File: config.mk
export PLATFORM = sky130hd
export DESIGN_NAME = burst_dn_master
export DESIGN_NICKNAME = d
export VERILOG_FILES = /design/src/rtl/bdm_pkg.sv /design/src/rtl/bdm_ctrl.sv /design/src/rtl/bdm_outdec.sv /design/src/rtl/bdm_rdpack.sv /design/src/rtl/burst_dn_master.sv
export SDC_FILE = /design/constraint.sdc
export NUM_CORES = 1
export LEC_CHECK = 0
export BUFFER_PORTS_ARGS = -buffer_cell sky130_fd_sc_hd__buf_2
export CAP_MARGIN = 10
export CORE_UTILIZATION = 45
export DETAILED_ROUTE_END_ITERATION = 7
export GPL_TIMING_DRIVEN = 0
export MAX_ROUTING_LAYER = met4
export PLACE_DENSITY = 0.75
export REMOVE_ABC_BUFFERS = 1
export SLEW_MARGIN = 25
export SYNTH_ARGS = -nofsm -noshare
export SYNTH_HDL_FRONTEND = slang
export SYNTH_SLANG_ARGS = --single-unit
File: constraint.sdc
create_clock -name clk -period 3.2 [get_ports clk]
set_input_delay 0.48 -clock clk [delete_from_list [all_inputs] [get_ports clk]]
set_output_delay 0.48 -clock clk [all_outputs]
set_load 0.02 [all_outputs]
File: src/rtl/bdm_pkg.sv
package bdm_pkg;
  typedef enum logic [1:0] {
    ST_IDLE  = 2'd0,
    ST_START = 2'd1,
    ST_XFER  = 2'd2
  } seq_state_t;
endpackage

File: src/rtl/bdm_ctrl.sv
module bdm_ctrl
  import bdm_pkg::*;
#(
  parameter int ADDR_W    = 32,
  parameter int CNT_W     = 16,
  parameter int ROW_BYTES = 1024
) (
  input  logic              clk,
  input  logic              rst_n,
  input  logic              req_valid,
  input  logic [ADDR_W-1:0] req_addr,
  input  logic [CNT_W-1:0]  req_count,
  input  logic              req_write,
  input  logic              slv_burst_n,
  input  logic              slv_ex16_n,
  output seq_state_t        state,
  output logic [ADDR_W-1:2] word_addr,
  output logic              half,
  output logic              mode16,
  output logic              burst_on,
  output logic              dir,
  output logic              word_end,
  output logic              last_xfer,
  output logic              done
);
  localparam int ROW_LSB = $clog2(ROW_BYTES);

  seq_state_t        state_q, state_d;
  logic [ADDR_W-1:2] addr_q, addr_d;
  logic [CNT_W-1:0]  cnt_q, cnt_d;
  logic              half_q, half_d;
  logic              m16_q, m16_d;
  logic              bon_q, bon_d;
  logic              dir_q, dir_d;
  logic              done_q, done_d;
  logic              row_end, cnt_last;
  logic              unused_addr_lsb;

  assign unused_addr_lsb = &{1'b0, req_addr[1:0]};
  assign row_end  = &addr_q[ROW_LSB-1:2];
  assign cnt_last = (cnt_q == CNT_W'(1));
  assign word_end = !m16_q || half_q;
  assign last_xfer = word_end && (cnt_last || row_end);

  always_comb begin
    state_d = state_q;
    addr_d  = addr_q;
    cnt_d   = cnt_q;
    half_d  = half_q;
    m16_d   = m16_q;
    bon_d   = bon_q;
    dir_d   = dir_q;
    done_d  = 1'b0;
    unique case (state_q)
      ST_IDLE: begin
        if (req_valid && (req_count != '0)) begin
          state_d = ST_START;
          addr_d  = req_addr[ADDR_W-1:2];
          cnt_d   = req_count;
          dir_d   = req_write;
          half_d  = 1'b0;
          m16_d   = 1'b0;
          bon_d   = 1'b0;
        end
      end
      ST_START: begin
        state_d = ST_XFER;
        bon_d   = !slv_burst_n;
        m16_d   = !slv_burst_n && !slv_ex16_n;
        half_d  = 1'b0;
      end
      ST_XFER: begin
        if (!word_end) begin
          half_d = 1'b1;
        end else begin
          half_d = 1'b0;
          cnt_d  = cnt_q - CNT_W'(1);
          addr_d = addr_q + 1'b1;
          if (cnt_last) begin
            state_d = ST_IDLE;
            done_d  = 1'b1;
          end else if (bon_q && !row_end) begin
            state_d = ST_XFER;
          end else begin
            state_d = ST_START;
            bon_d   = 1'b0;
            m16_d   = 1'b0;
          end
        end
      end
      default: state_d = ST_IDLE;
    endcase
  end

  always_ff @(posedge clk or negedge rst_n) begin
    if (!rst_n) begin
      state_q <= ST_IDLE;
      addr_q  <= '0;
      cnt_q   <= '0;
      half_q  <= 1'b0;
      m16_q   <= 1'b0;
      bon_q   <= 1'b0;
      dir_q   <= 1'b0;
      done_q  <= 1'b0;
    end else begin
      state_q <= state_d;
      addr_q  <= addr_d;
      cnt_q   <= cnt_d;
      half_q  <= half_d;
      m16_q   <= m16_d;
      bon_q   <= bon_d;
      dir_q   <= dir_d;
      done_q  <= done_d;
    end
  end

  assign state     = state_q;
  assign word_addr = addr_q;
  assign half      = half_q;
  assign mode16    = m16_q;
  assign burst_on  = bon_q;
  assign dir       = dir_q;
  assign done      = done_q;
endmodule

File: src/rtl/bdm_outdec.sv
module bdm_outdec
  import bdm_pkg::*;
#(
  parameter int ADDR_W = 32,
  parameter int DATA_W = 32
) (
  input  seq_state_t          state,
  input  logic [ADDR_W-1:2]   word_addr,
  input  logic                half,
  input  logic                mode16,
  input  logic                burst_on,
  input  logic                dir,
  input  logic                word_end,
  input  logic                last_xfer,
  input  logic [DATA_W-1:0]   wr_data,
  output logic                start_n,
  output logic                burst_n,
  output logic                master16_n,
  output logic                wr_en,
  output logic [ADDR_W-1:0]   addr,
  output logic [DATA_W/8-1:0] be_n,
  output logic [DATA_W-1:0]   dout,
  output logic                wr_pop
);
  localparam int HALF_W = DATA_W / 2;
  localparam int BE_W   = DATA_W / 8;
  localparam int HB     = BE_W / 2;

  logic in_start, in_xfer;
  assign in_start = (state == ST_START);
  assign in_xfer  = (state == ST_XFER);

  always_comb begin
    start_n    = !in_start;
    master16_n = !in_start;
    wr_en      = dir && (in_start || in_xfer);
    addr       = {word_addr, half, 1'b0};
    if (in_start)      burst_n = 1'b0;
    else if (in_xfer)  burst_n = !(burst_on && !last_xfer);
    else               burst_n = 1'b1;
    if (in_start)                be_n = '0;
    else if (in_xfer && !mode16) be_n = '0;
    else if (in_xfer && !half)   be_n = {{HB{1'b1}}, {HB{1'b0}}};
    else if (in_xfer)            be_n = {{HB{1'b0}}, {HB{1'b1}}};
    else                         be_n = '1;
    if (mode16 && half) dout = {wr_data[DATA_W-1:HALF_W], wr_data[DATA_W-1:HALF_W]};
    else                dout = wr_data;
    wr_pop = in_xfer && dir && word_end;
  end
endmodule

File: src/rtl/bdm_rdpack.sv
module bdm_rdpack #(
  parameter int DATA_W = 32
) (
  input  logic              clk,
  input  logic              rst_n,
  input  logic              cap_en,
  input  logic              mode16,
  input  logic              half,
  input  logic [DATA_W-1:0] din,
  output logic [DATA_W-1:0] rd_data,
  output logic              rd_push
);
  localparam int HALF_W = DATA_W / 2;

  logic [HALF_W-1:0] lo_q;
  logic [DATA_W-1:0] word_q;
  logic              push_q;
  logic              lo_en, word_en;

  assign lo_en   = cap_en && mode16 && !half;
  assign word_en = cap_en && (!mode16 || half);

  always_ff @(posedge clk or negedge rst_n) begin
    if (!rst_n) begin
      lo_q   <= '0;
      word_q <= '0;
      push_q <= 1'b0;
    end else begin
      push_q <= word_en;
      if (lo_en) lo_q <= din[HALF_W-1:0];
      if (word_en) begin
        if (mode16) word_q <= {din[HALF_W-1:0], lo_q};
        else        word_q <= din;
      end
    end
  end

  assign rd_data = word_q;
  assign rd_push = push_q;
endmodule

File: src/rtl/burst_dn_master.sv
module burst_dn_master
  import bdm_pkg::*;
#(
  parameter int ADDR_W    = 32,
  parameter int DATA_W    = 32,
  parameter int CNT_W     = 16,
  parameter int ROW_BYTES = 1024
) (
  input  logic                clk,
  input  logic                rst_n,
  input  logic                req_valid,
  input  logic [ADDR_W-1:0]   req_addr,
  input  logic [CNT_W-1:0]    req_count,
  input  logic                req_write,
  output logic                busy,
  output logic                done,
  input  logic [DATA_W-1:0]   wr_data,
  output logic                wr_pop,
  output logic [DATA_W-1:0]   rd_data,
  output logic                rd_push,
  output logic                start_n,
  output logic                burst_n,
  output logic                master16_n,
  output logic                wr_en,
  output logic [ADDR_W-1:0]   addr,
  output logic [DATA_W/8-1:0] be_n,
  output logic [DATA_W-1:0]   dout,
  input  logic [DATA_W-1:0]   din,
  input  logic                slv_burst_n,
  input  logic                slv_ex16_n
);
  logic [1:0]        rst_sync_q;
  logic              rst_int_n;
  seq_state_t        state;
  logic [ADDR_W-1:2] word_addr;
  logic              half, mode16, burst_on, dir, word_end, last_xfer;

  always_ff @(posedge clk or negedge rst_n) begin
    if (!rst_n) rst_sync_q <= 2'b00;
    else        rst_sync_q <= {rst_sync_q[0], 1'b1};
  end
  assign rst_int_n = rst_sync_q[1];

  bdm_ctrl #(.ADDR_W(ADDR_W), .CNT_W(CNT_W), .ROW_BYTES(ROW_BYTES)) u_ctrl (
    .clk(clk), .rst_n(rst_int_n), .req_valid(req_valid), .req_addr(req_addr),
    .req_count(req_count), .req_write(req_write), .slv_burst_n(slv_burst_n),
    .slv_ex16_n(slv_ex16_n), .state(state), .word_addr(word_addr), .half(half),
    .mode16(mode16), .burst_on(burst_on), .dir(dir), .word_end(word_end),
    .last_xfer(last_xfer), .done(done)
  );

  bdm_outdec #(.ADDR_W(ADDR_W), .DATA_W(DATA_W)) u_outdec (
    .state(state), .word_addr(word_addr), .half(half), .mode16(mode16),
    .burst_on(burst_on), .dir(dir), .word_end(word_end), .last_xfer(last_xfer),
    .wr_data(wr_data), .start_n(start_n), .burst_n(burst_n),
    .master16_n(master16_n), .wr_en(wr_en), .addr(addr), .be_n(be_n),
    .dout(dout), .wr_pop(wr_pop)
  );

  bdm_rdpack #(.DATA_W(DATA_W)) u_rdpack (
    .clk(clk), .rst_n(rst_int_n), .cap_en((state == ST_XFER) && !dir),
    .mode16(mode16), .half(half), .din(din), .rd_data(rd_data), .rd_push(rd_push)
  );

  assign busy = (state != ST_IDLE);
endmodule

# Word-level counts from Yosys, hierarchy flattened
# Cells that the tools add are included.
[totals] regBits=104 latchBits=0 mem_bits_rw=0 rom_bits=0 out_inout_bits=108 memories=0
[classes] add_sub_neg=2 mul=0 div=0 magnitude_cmp=0 n_eq_ne=7 n_shift=0 muxes=30 bitwise_logic=0 n_reduce_logical=38
[ops] operator="$mux W30" count=2
[ops] operator="$pmux W30 S2" count=1
[ops] operator="$mux W16" count=3
[ops] operator="$mux W32" count=1
[ops] operator="$pmux W16 S2" count=1
[ops] operator="$add A30 B1 Y30 const B" count=1
[ops] operator="$eq A16 B1 Y1 const B" count=1
[ops] operator="$mux W4" count=4
[ops] operator="$reduce_bool A16 Y1" count=1
[ops] operator="$sub A16 B1 Y16 const B" count=1
[ops] operator="$logic_and A1 B1 Y1" count=15
[ops] operator="$mux W1" count=10
[ops] operator="$logic_not A1 Y1" count=9
[ops] operator="$pmux W1 S3" count=3
[ops] operator="$mux W2" count=4
[ops] operator="$reduce_and A8 Y1" count=1
[ops] operator="$ne A2 B2 Y1 const B" count=3
[ops] operator="$pmux W2 S3" count=1
[ops] operator="$reduce_and A2 Y1" count=3
[ops] operator="$reduce_and A5 Y1" count=1
[ops] operator="$reduce_bool A2 Y1" count=2
[ops] operator="$logic_or A1 B1 Y1" count=3
[ops] operator="$reduce_and A3 Y1" count=1
[ops] operator="$reduce_bool A3 Y1" count=1
[ops] operator="4 further kinds" count=4

# Longest topological paths before layout
# Gate-level depths: netlist of the first run.
[logic_depth] word_depth=8 depth_mapped=10 ltp_nobuf=7

# Modules after synthesis
# A second synthesis of the first run with hierarchy kept.
[hier_totals] cells_unflattened=662 area_unflattened_um2=6207.2
[modules_own_cells] module="bdm_ctrl" instances=1 cells_per_inst=390 area_per_inst_um2=3288.2 seq_area_each_um2=1326.3
[modules_own_cells] module="bdm_rdpack" instances=1 cells_per_inst=185 area_per_inst_um2=2138.3 seq_area_each_um2=1226.2
[modules_own_cells] module="bdm_outdec" instances=1 cells_per_inst=82 area_per_inst_um2=708.2 seq_area_each_um2=0.0
[modules_own_cells] module="burst_dn_master" instances=1 cells_per_inst=5 area_per_inst_um2=72.6 seq_area_each_um2=50.0

# Worst setup path before layout of the first run
# No wires, ideal clock.
[synth_timing] path_kind="register to output" from="register u_ctrl.state_q[0] (netlist: u_ctrl.state[0])" to="output be_n[1]" arrival_ns=1.903 setup_slack_ns=0.817 path_stages_with_launch=8 n_path_buf=4 cell_sequence="dfrtp_1 inv_1 ha_1 clkbuf_1 clkbuf_1 buf_1 a21oi_1 buf_4"
[synth_between] elab_chain_len=5
[synth_rtl] item="from (decl)" line_no="bdm_ctrl.sv:28" rtl="seq_state_t state_q, state_d;"
[synth_rtl] item="from (signal assigned)" line_no="bdm_ctrl.sv:106" rtl="state_q <= state_d;"
[synth_rtl] item="$eq A2 B2 Y1" line_no="bdm_outdec.sv:31" rtl="assign in_xfer = (state == ST_XFER);"
[synth_rtl] item="$logic_and A1 B1 Y1" line_no="bdm_outdec.sv:43" rtl="else if (in_xfer && !half) be_n = {{HB{1'b1}}, {HB{1'b0}}};"
[synth_rtl] item="$mux W4" line_no="bdm_outdec.sv:43"
[synth_rtl] item="$mux W4" line_no="bdm_outdec.sv:42" rtl="else if (in_xfer && !mode16) be_n = '0;"
[synth_rtl] item="$mux W4 (*)" line_no="bdm_outdec.sv:41" rtl="if (in_start) be_n = '0;"
[synth_rtl] item="to (decl)" line_no="burst_dn_master.sv:26" rtl="output logic [DATA_W/8-1:0] be_n,"
# Every way passes the cells marked *; elsewhere a longest branch is shown, timed or not.

# Worst setup path after layout of the first run
[layout_timing] from="register u_ctrl.state_q[0] (netlist: u_ctrl.state[0])" to="output burst_n"
[layout_between] elab_chain_len=3
[layout_rtl] item="$eq A2 B2 Y1" line_no="bdm_outdec.sv:31"
[layout_rtl] item="$mux W1" line_no="bdm_outdec.sv:39" rtl="else if (in_xfer) burst_n = !(burst_on && !last_xfer);"
[layout_rtl] item="$mux W1 (*)" line_no="bdm_outdec.sv:38" rtl="if (in_start) burst_n = 1'b0;"
[layout_rtl] item="to (decl)" line_no="burst_dn_master.sv:22" rtl="output logic burst_n,"
# Marks and branches as above.

==> impl_metrics.toml, run 1 <==
[setup_path]
crit_end = "burst_n"
timing.rr.end = "u_ctrl.mode16"
cp-end-kind = "output port"
r2r_cells = 7
worstSetupStartpoint = "u_ctrl.state[0]"
reg2reg_from = "u_ctrl.state[0]"
r2r_slack_ns = 0.44
worstPathRequired_ns = 2.72
startpoint_type = "flop"
path_class = "reg -> out"
arrival_ns = 2.38
critPathMaxFanout = 70

[finish]
antennaDiodeCount = 0
register_area_um2 = 2610
finalNetCount = 940
final_cell_mix = "222 x buf_2, 102 x dfrtp_1, 60 x a21oi_1"
syn_to_final_growth_pct = 25.9
multiInputGateArea_um2 = 3070
drive_above_1_share_pct = 36.3
fin_util_pct = 59.0
final_common_cell = "buf_2"
fillers = 1162

[logic_synthesis]
synth-edff-count = 0
syn_avg_cell_area_um2 = 9.58
synth.mux.area_fraction_pct = 12.8
seq_area_frac_synth_pct = 43.3
synth_xor_area_share_pct = 0
synth_warnings = 0
synthAdderAreaFrac_pct = 1.66
syn_inst = 628
ys.flop_type = "dfrtp_1"
async_flop_share_pct = 100
synth-compound-area-share_pct = 18.4
netlist_area_um2 = 6010
synth-seq-cells = 104
synth_top_family_by_area = "compound AO/OA/AOI/OAI gates"
synth-simple-area-share_pct = 17.6
ys_types = 61

[drt]
totalWireLength_mm = 17.5
first_pass_iters = 5
wl_per_cell_um = 17.6
drtIter0Drc = 375
ant_nets = 0
vias_per_cell = 5.80
drcViolationCount = 0
vias = 5750

[power]
vdd_ir_drop_max_mv = 0.518
p_leak_nw = 3.29
clkPwrFrac_pct = 14.3
total_power_mw = 7.17
power_switching_mw = 3.26
internal_power_mw = 3.91
powerDensity_nw_per_um2 = 947
p_comb_share_pct = 51.3
seqPwrFrac_pct = 34.4
switching_share_pct = 45.5

[global_route]
grt_usage_pct = 26.3
grt_max_degree = 71
grt.overflow.total = 0
grt_pass1_wl_mm = 28.1
antenna_found_initial = 0
grt_pass1_vias = 5361

[sta]
skew_ns = 0.00844
max-slew-margin-rel_pct = 47.7
rsz0062_at_grt = "false"
min_period_ns = 2.86
drv_slew = 0
fmax_mhz = 349
setup_tns_ns = 0
finalSetupViolations = 0
timing.final.crit_share_pct = 89.4
worst_pin_slew_ns = 0.774
finalHoldViolCount = 0

[die]
dieHeight_um = 118
dieArea_um2 = 13800
core_area_um2 = 12800
io_pins = 226
rows = 41
chipWidth_um = 118
initial_core_util_pct = 46.9

[clock_tree]
numCtsBuffers = 9
cts_root_buffer = "clkbuf_16"
cts_tree = "yes"
cts_setup_buffers = 0
cts.clk_slew.worst_paths_ns = 0.07
clock-sinks = 104
clock_latency_ns = 0.35
clk_path_buf_depth = 2
htreeDepth = 3

[placement]
portBuffers = 222
place_hpwl_mm = 12.8
place.gp.congestion = 0.877

[flow_run]
drv_cap = 0

[run_status]
status = "completed"

[hold_path]
hold_path_class = "reg -> async"
==> metal layers <==
metal,vias up,track usage (%),share of wire (%)
met5,-,-,0
met4,0,9.62,2.9
met3,33,5.09,6.3
met2,250,43.9,50
met1,2762,31.6,41
li1,2705,-,-
==> cell families (layout without fill, tap and decap cells) <==
logic type	count (synthesis)	count (layout)
and+or+nand+nor	206	206
AOI/OAI and AO/OA	165	165
DFF	104	104
muxes	72	72
buffers and inverters	71	262
adders and majority gates	8	8
other	2	2
==> sequential cells by signal, indices dropped and copies added (netlist names) <==
name              flops
u_rdpack.rd_data     32
u_rdpack.lo_q        16
u_ctrl.half           1
u_ctrl.word_addr     30
u_ctrl.mode16         1
rst_sync_q            2
u_ctrl.state          2
u_ctrl.done           1
u_rdpack.rd_push      1
u_ctrl.burst_on       1
u_ctrl.dir            1
u_ctrl.cnt_q         16
==> how the worst min path moves through the flow <==
stage	endpoint	slack, ns	cells after the start
floorplan	rst_sync_q[0]	0.18	0
global placement	rst_sync_q[0]	0.27	1
detailed placement	rst_sync_q[0]	0.27	1
CTS	u_rdpack.lo_q[6]	0.30	0
global route	u_rdpack.lo_q[6]	0.32	0
finish	u_rdpack.lo_q[6]	0.28	0
==> per-stage QoR <==
| step | hold slack (ns) | worst slack [ns] | cell area (µm²) | instances |
|---|---|---|---|---|
| after floorplan | 0.184 | -1.35 | 5690 | 569 |
| after global placement | 0.268 | -3.63 | 7010 | 963 |
| after detailed placement | 0.269 | 0.125 | 7270 | 973 |
| after CTS | 0.302 | 0.0807 | 7540 | 990 |
| after global routing | 0.319 | 0.180 | 7570 | 991 |
| final | 0.281 | 0.338 | 7570 | 991 |
==> critical path: stages, from the launching register on <==
cell and delay, ns:
dfrtp_1 0.47, inv_1 0.14, ha_4 0.20, buf_16 0.20, inv_4 0.38, nor2_1 0.14
a211oi_1 0.24, buf_2 0.22
==> power by group through the flow <==
stage / registers [mW] / logic, mW / clock network [mW]
6_report: 2.47 / 3.68 / 1.02
5_1_grt: 2.56 / 3.98 / 1.11
4_1_cts: 2.46 / 3.62 / 1.05
3_5_place_dp: 2.48 / 3.61 / 0
3_3_place_gp: 2.50 / 3.33 / 0
2_1_floorplan: 2.83 / 1.88 / 0
==> cell usage after synthesis, types with 6 or more instances <==
library cell  number  area share [%]
dfrtp_1          104              43
a21oi_1           60             5.0
nor2_1            57             3.6
nand2_1           39             2.4
mux2_2            37             6.9
mux2i_1           35             5.8
buf_4             25             3.1
clkbuf_1          23             1.4
o21ai_0           23             1.9
nand3_1           21             1.7
nor3_1            17             1.4
nor4_1            15             1.6
o22ai_1           14             1.5
inv_1             12            0.75
nand4_1           11             1.1
and3_1             9            0.94
o22a_1             9             1.3
a22oi_1            8             1.0
and4_1             8             1.2
ha_1               8             1.7
o211ai_1           6            0.75
==> layout make-up <==
| class | count | area share, % |
|---|---|---|
| clock buffer | 15 | 3.40 |
| clock inverter | 1 | 0.0661 |
| inverter | 12 | 0.628 |
| multi-input combinational | 453 | 40.6 |
| sequential | 104 | 34.4 |
| tap | 172 | 2.84 |
| timing repair buffer | 234 | 18.1 |
==> timing repair <==
action                                  in CTS  in global routing
gates resized for setup                      0                  2
endpoints found under the setup margin       0                  3
hold buffers                                 1                  0
endpoints found under the hold margin        2                  0
(Power assumes the default switching activity.)
==> run 2, diff against run 1 <==
--- a/config.mk
+++ b/config.mk
@@ -5,9 +5,10 @@
 export SDC_FILE = /design/constraint.sdc
 export NUM_CORES = 1
 export LEC_CHECK = 0
+export ABC_AREA = 1
 export BUFFER_PORTS_ARGS = -buffer_cell sky130_fd_sc_hd__buf_2
 export CAP_MARGIN = 10
-export CORE_UTILIZATION = 45
+export CORE_UTILIZATION = 46
 export DETAILED_ROUTE_END_ITERATION = 7
 export GPL_TIMING_DRIVEN = 0
 export MAX_ROUTING_LAYER = met4
==> impl_metrics.toml, run 2 <==
[run_status]
status = "completed"

[power]
total_power_mw = 7.77
powerDensity_nw_per_um2 = 961
vdd_ir_drop_max_mv = 0.499
p_leak_nw = 4.17

[hold_path]
hold_path_class = "reg -> async"

[sta]
setup_tns_ns = 0
worst_pin_slew_ns = 0.859
fmax_mhz = 343
finalSetupViolations = 0
skew_ns = 0.00698
drv_slew = 0
min_period_ns = 2.92
finalHoldViolCount = 0
max-slew-margin-rel_pct = 42.7
rsz0062_at_grt = "false"
timing.final.crit_share_pct = 91.2

[logic_synthesis]
synth-edff-count = 0
synth-seq-cells = 104
ys_top_cells_by_count = "363 x nand2_1, 133 x nor2_1, 104 x dfrtp_1"
seq_area_frac_synth_pct = 38.8
yosysTopAreaCell = "dfrtp_1"
ys_types = 35
async_flop_share_pct = 100
synth_warnings = 0
ys.flop_type = "dfrtp_1"
netlist_area_um2 = 6700
netlist.area_leader.share_pct = 38.8
yosysMostFrequentCell = "nand2_1"
syn_avg_cell_area_um2 = 7.05
netlist_top_cells_area = "dfrtp_1 39%, nand2_1 20%, nor2_1 7.5%"
syn_inst = 950

[flow_run]
drv_cap = 0

[setup_path]
startpoint_type = "flop"
cp.buffers_inverters = 3
critPathMaxFanout = 51
crit_family = "buffers and inverters"
worstSetupStartpoint = "u_ctrl.mode16"
arrival_ns = 3.12
cpPeakStageDelay_ns = 0.82
reg2reg_from = "u_ctrl.mode16"
cp-end-kind = "flop"
path_cells = "inv_4 -> nor2_8 -> nand2_4 -> o21ai_2 -> inv_4 -> nand2_4 -> inv_2 -> nand2_1 -> o21ai_1"
worstPathRequired_ns = 3.40
r2r_cells = 9
worst-path-stages = 9
slowest_stage = "dfrtp_2"
path_class = "reg -> reg"

[drt]
wl_per_cell_um = 13.9
vias_per_cell = 5.05
first_pass_iters = 4
totalWireLength_mm = 18.4
drcViolationCount = 0
vias = 6656
drtIter0Drc = 410
ant_nets = 0

[finish]
fin_util_pct = 57.6
drive_above_1_share_pct = 26.8
largest_register_ffs = 32
layout.cells.non_filler = 1317
syn_to_final_growth_pct = 20.7
final_common_cell = "nand2_1"
finalNetCount = 1259
final_cell_mix = "363 x nand2_1, 222 x buf_2, 133 x nor2_1"
antennaDiodeCount = 0

[global_route]
grt_usage_pct = 26.0
grt.overflow.total = 0
grt_max_degree = 64
antenna_found_initial = 0
grt_pass1_wl_mm = 29.5
grt_pass1_vias = 6125

[placement]
place_hpwl_mm = 13.5
place_inst = 1301
place.gp.congestion = 0.897
portBuffers = 222

[clock_tree]
clock-sinks = 104
clk_path_buf_depth = 2
cts_root_buffer = "clkbuf_16"
cts.clk_slew.worst_paths_ns = 0.08
holdBufCountCts = 1
numCtsBuffers = 9
clock_latency_ns = 0.36
post_cts_resized = 0
htreeDepth = 3
cts_setup_buffers = 0
cts_tree = "yes"

[die]
dieHeight_um = 123
core_area_um2 = 14000
chipWidth_um = 123
initial_core_util_pct = 47.7
io_pins = 226
rows = 43
dieArea_um2 = 15000
-- run 2: cell count changes in the layout (fill, tap and decap cells not counted), moves of 14 or more --
cell / delta
nor2_1: +77
nor4_1: -15
a21oi_1: -55
a31oi_1: +28
inv_1: +48
mux2i_1: -33
nand2_1: +324
nand3_1: +40
o22ai_1: -14
mux2_2: -15
o21ai_1: +25
-- run 2: cells by family (layout without fill, tap and decap cells) --
logic type                 Yosys count  count (layout)  share of synthesized area [%]
and+or+nand+nor                    592             592                           36.2
buffers and inverters              121             308                           9.41
DFF                                104             104                           38.8
AOI/OAI and AO/OA                   87              87                           7.45
muxes                               34              34                           6.24
adders and majority gates            8               8                           1.49
other                                2               2                          0.112
xor gates and xnor gates             2               2                          0.262
-- run 2: worst reg2reg max path: cells and delay by family, from the launching register on --
kind / cells / cell delay [ns]
AOI/OAI and AO/OA: 2 / 0.20
buffers and inverters: 3 / 0.88
DFF: 1 / 0.82
and+or+nand+nor: 4 / 0.87
-- run 2: area by class of cell --
class	instances	area, µm²
tap	180	225
timing repair buffer	228	1240
inverter	65	249
clock inverter	6	53.8
sequential	104	2610
clock buffer	9	225
multi-input combinational	725	3480
fill	1345	5950
-- run 2: routing by layer --
| layer | up-vias | wire [µm] | track usage [%] |
|---|---|---|---|
| met3 | 28 | 864 | 2.70 |
| met2 | 212 | 8780 | 41.5 |
| li1 | 3364 | - | - |
| met5 | - | 0 | - |
| met4 | 0 | 461 | 10.4 |
| met1 | 3052 | 8260 | 33.7 |
-- run 2: metrics by stage --
stage	hold WS [ns]	setup slack, ns	area [µm²]
2_1_floorplan	0.184	-0.918	6320
3_3_place_gp	0.265	-2.71	7650
3_5_place_dp	0.180	0.283	7800
4_1_cts	0.188	0.266	8090
5_1_grt	0.197	0.00966	8090
6_report	0.177	0.281	8090
-- run 2: worst paths after layout --
path                               endpoint  slack (ns)
min                        u_rdpack.lo_q[5]        0.18
max reg2reg                 u_ctrl.cnt_q[6]        0.28
max in group asynchronous     u_ctrl.mode16        2.50
min in group clk                 u_ctrl.dir        0.34
max                         u_ctrl.cnt_q[6]        0.28
min reg2reg                u_rdpack.lo_q[5]        0.18
-- run 2: power by group --
part / internal (mW) / switching [mW] / leakage [nW]
logic: 1.44 / 2.68 / 2.82
registers: 1.95 / 0.624 / 1.22
clock network: 0.537 / 0.545 / 0.134
total: 3.93 / 3.85 / 4.17
==> run 3, diff against run 2 <==
--- a/config.mk
+++ b/config.mk
@@ -8,6 +8,7 @@
 export ABC_AREA = 1
 export BUFFER_PORTS_ARGS = -buffer_cell sky130_fd_sc_hd__buf_2
 export CAP_MARGIN = 10
+export CORE_ASPECT_RATIO = 0.6
 export CORE_UTILIZATION = 46
 export DETAILED_ROUTE_END_ITERATION = 7
 export GPL_TIMING_DRIVEN = 0
==> impl_metrics.toml, run 3 (synthesis gave the netlist of run 2 again) <==
[global_route]
grt.overflow.total = 0
grt_pass1_vias = 5714
antenna_found_initial = 1
grt_pass1_wl_mm = 29.4
grt_max_degree = 56
grt_usage_pct = 26.1

[power]
vdd_ir_drop_max_mv = 0.570
powerDensity_nw_per_um2 = 965
p_leak_nw = 4.17

[flow_run]
drv_cap = 0

[sta]
min_period_ns = 2.94
finalSetupViolations = 0
rsz0062_at_grt = "false"
fin_ws_ns = 0.255
holdWs_ns = 0.287
worst_pin_slew_ns = 0.887
skew_ns = 0.0112
fmax_mhz = 340
timing.final.crit_share_pct = 92.0
max-slew-margin-rel_pct = 40.8
drv_slew = 0
finalHoldViolCount = 0

[drt]
ant_nets = 0
totalWireLength_mm = 19.0
first_pass_iters = 7
vias = 6592
drtIter0Drc = 465
wl_per_cell_um = 14.3
vias_per_cell = 4.96
drcViolationCount = 0

[clock_tree]
holdBufCountCts = 1
cts_setup_buffers = 0
clk_path_buf_depth = 2
htreeDepth = 3
post_cts_resized = 0
cts_tree = "yes"
numCtsBuffers = 9
clock_latency_ns = 0.34
cts_root_buffer = "clkbuf_16"
cts.clk_slew.worst_paths_ns = 0.08
clock-sinks = 104

[die]
rows = 33
io_pins = 226
core_area_um2 = 13900
chipWidth_um = 158
initial_core_util_pct = 48.1
dieArea_um2 = 15100
dieHeight_um = 95.5

[placement]
place_hpwl_mm = 14.2
place_area_um2 = 7790
place.gp.congestion = 0.913
portBuffers = 222
place_ws_ns = 0.287
place_inst = 1312

[finish]
fin_util_pct = 58.1
syn_to_final_growth_pct = 20.8
layout.cells.non_filler = 1330
final_common_cell = "nand2_1"
final_cell_mix = "363 x nand2_1, 222 x buf_2, 133 x nor2_1"
largest_register_ffs = 32
finish.instance_area_um2 = 8090
finalNetCount = 1258
drive_above_1_share_pct = 26.8

[setup_path]
arrival_ns = 3.20
path_class = "reg -> reg"
worstPathRequired_ns = 3.46
startpoint_type = "flop"
cp-end-kind = "flop"
r2r_slack_ns = 0.26
reg2reg_from = "u_ctrl.state[0]"
r2r_cells = 10
critPathMaxFanout = 55
timing.rr.end = "u_rdpack.rd_data[29]"

[hold_path]
hold_path_class = "reg -> async"

[run_status]
status = "completed"
-- run 3: cell count changes in the layout (fill, tap and decap cells not counted), sizes merged --
cell and delta:
inv +4, diode +1, clkinvlp -1, buf -1, clkinv -2
-- run 3: worst max path at each step --
stage | start | end | slack, ns | cells after the start
final | u_ctrl.state[0] | u_rdpack.rd_data[29] | 0.26 | 10
after detailed placement | u_ctrl.mode16 | u_ctrl.word_addr[7] | 0.29 | 9
after global routing | u_ctrl.state[0] | u_rdpack.rd_data[29] | 0.05 | 10
after floorplan | u_ctrl.state[0] | u_rdpack.rd_data[0] | -0.92 | 7
after CTS | u_ctrl.state[0] | u_rdpack.rd_data[29] | 0.27 | 10
after global placement | u_ctrl.state[0] | u_rdpack.rd_data[2] | -2.72 | 7
-- run 3: critical path, stage by stage (launching register included) --
cell,delay (ns)
dfrtp_1,0.46
inv_1,0.17
ha_4,0.25
buf_16,0.25
inv_2,0.33
nor2_4,0.22
inv_2,0.08
nor2_4,0.55
buf_16,0.26
nor2_1,0.06
a31oi_1,0.16
-- run 3: area by class of cell --
type | instances | area, µm²
flip-flops and latches | 104 | 2610
fillers | 1365 | 5820
clock buffers | 9 | 225
repair buffers | 227 | 1220
clock inverters | 7 | 66.3
inverters | 65 | 249
diodes | 1 | 2.50
multi-input cells | 725 | 3480
well taps | 192 | 240
-- run 3: metal layers --
metal | share of wire (%) | up-vias | global-route usage [%] | wire (µm)
li1 | - | 3383 | - | -
met1 | 49 | 2962 | 36.7 | 9300
met2 | 44 | 241 | 39.4 | 8320
met3 | 6.7 | 6 | 5.23 | 1270
met4 | 0.38 | 0 | 4.21 | 72
met5 | 0 | - | - | 0
-- run 3: report_power, final --
| group | switching, mW | internal, mW |
|---|---|---|
| sequential | 0.671 | 1.95 |
| clock | 0.543 | 0.553 |
| combinational | 2.67 | 1.43 |
| total | 3.88 | 3.93 |
-- run 3: per-stage QoR --
step / total power, mW / setup TNS [ns]
floorplan: 5.30 / -30.33
global placement: 6.55 / -265.70
detailed placement: 6.72 / 0
CTS: 7.85 / 0
global route: 8.49 / 0
finish: 7.81 / 0
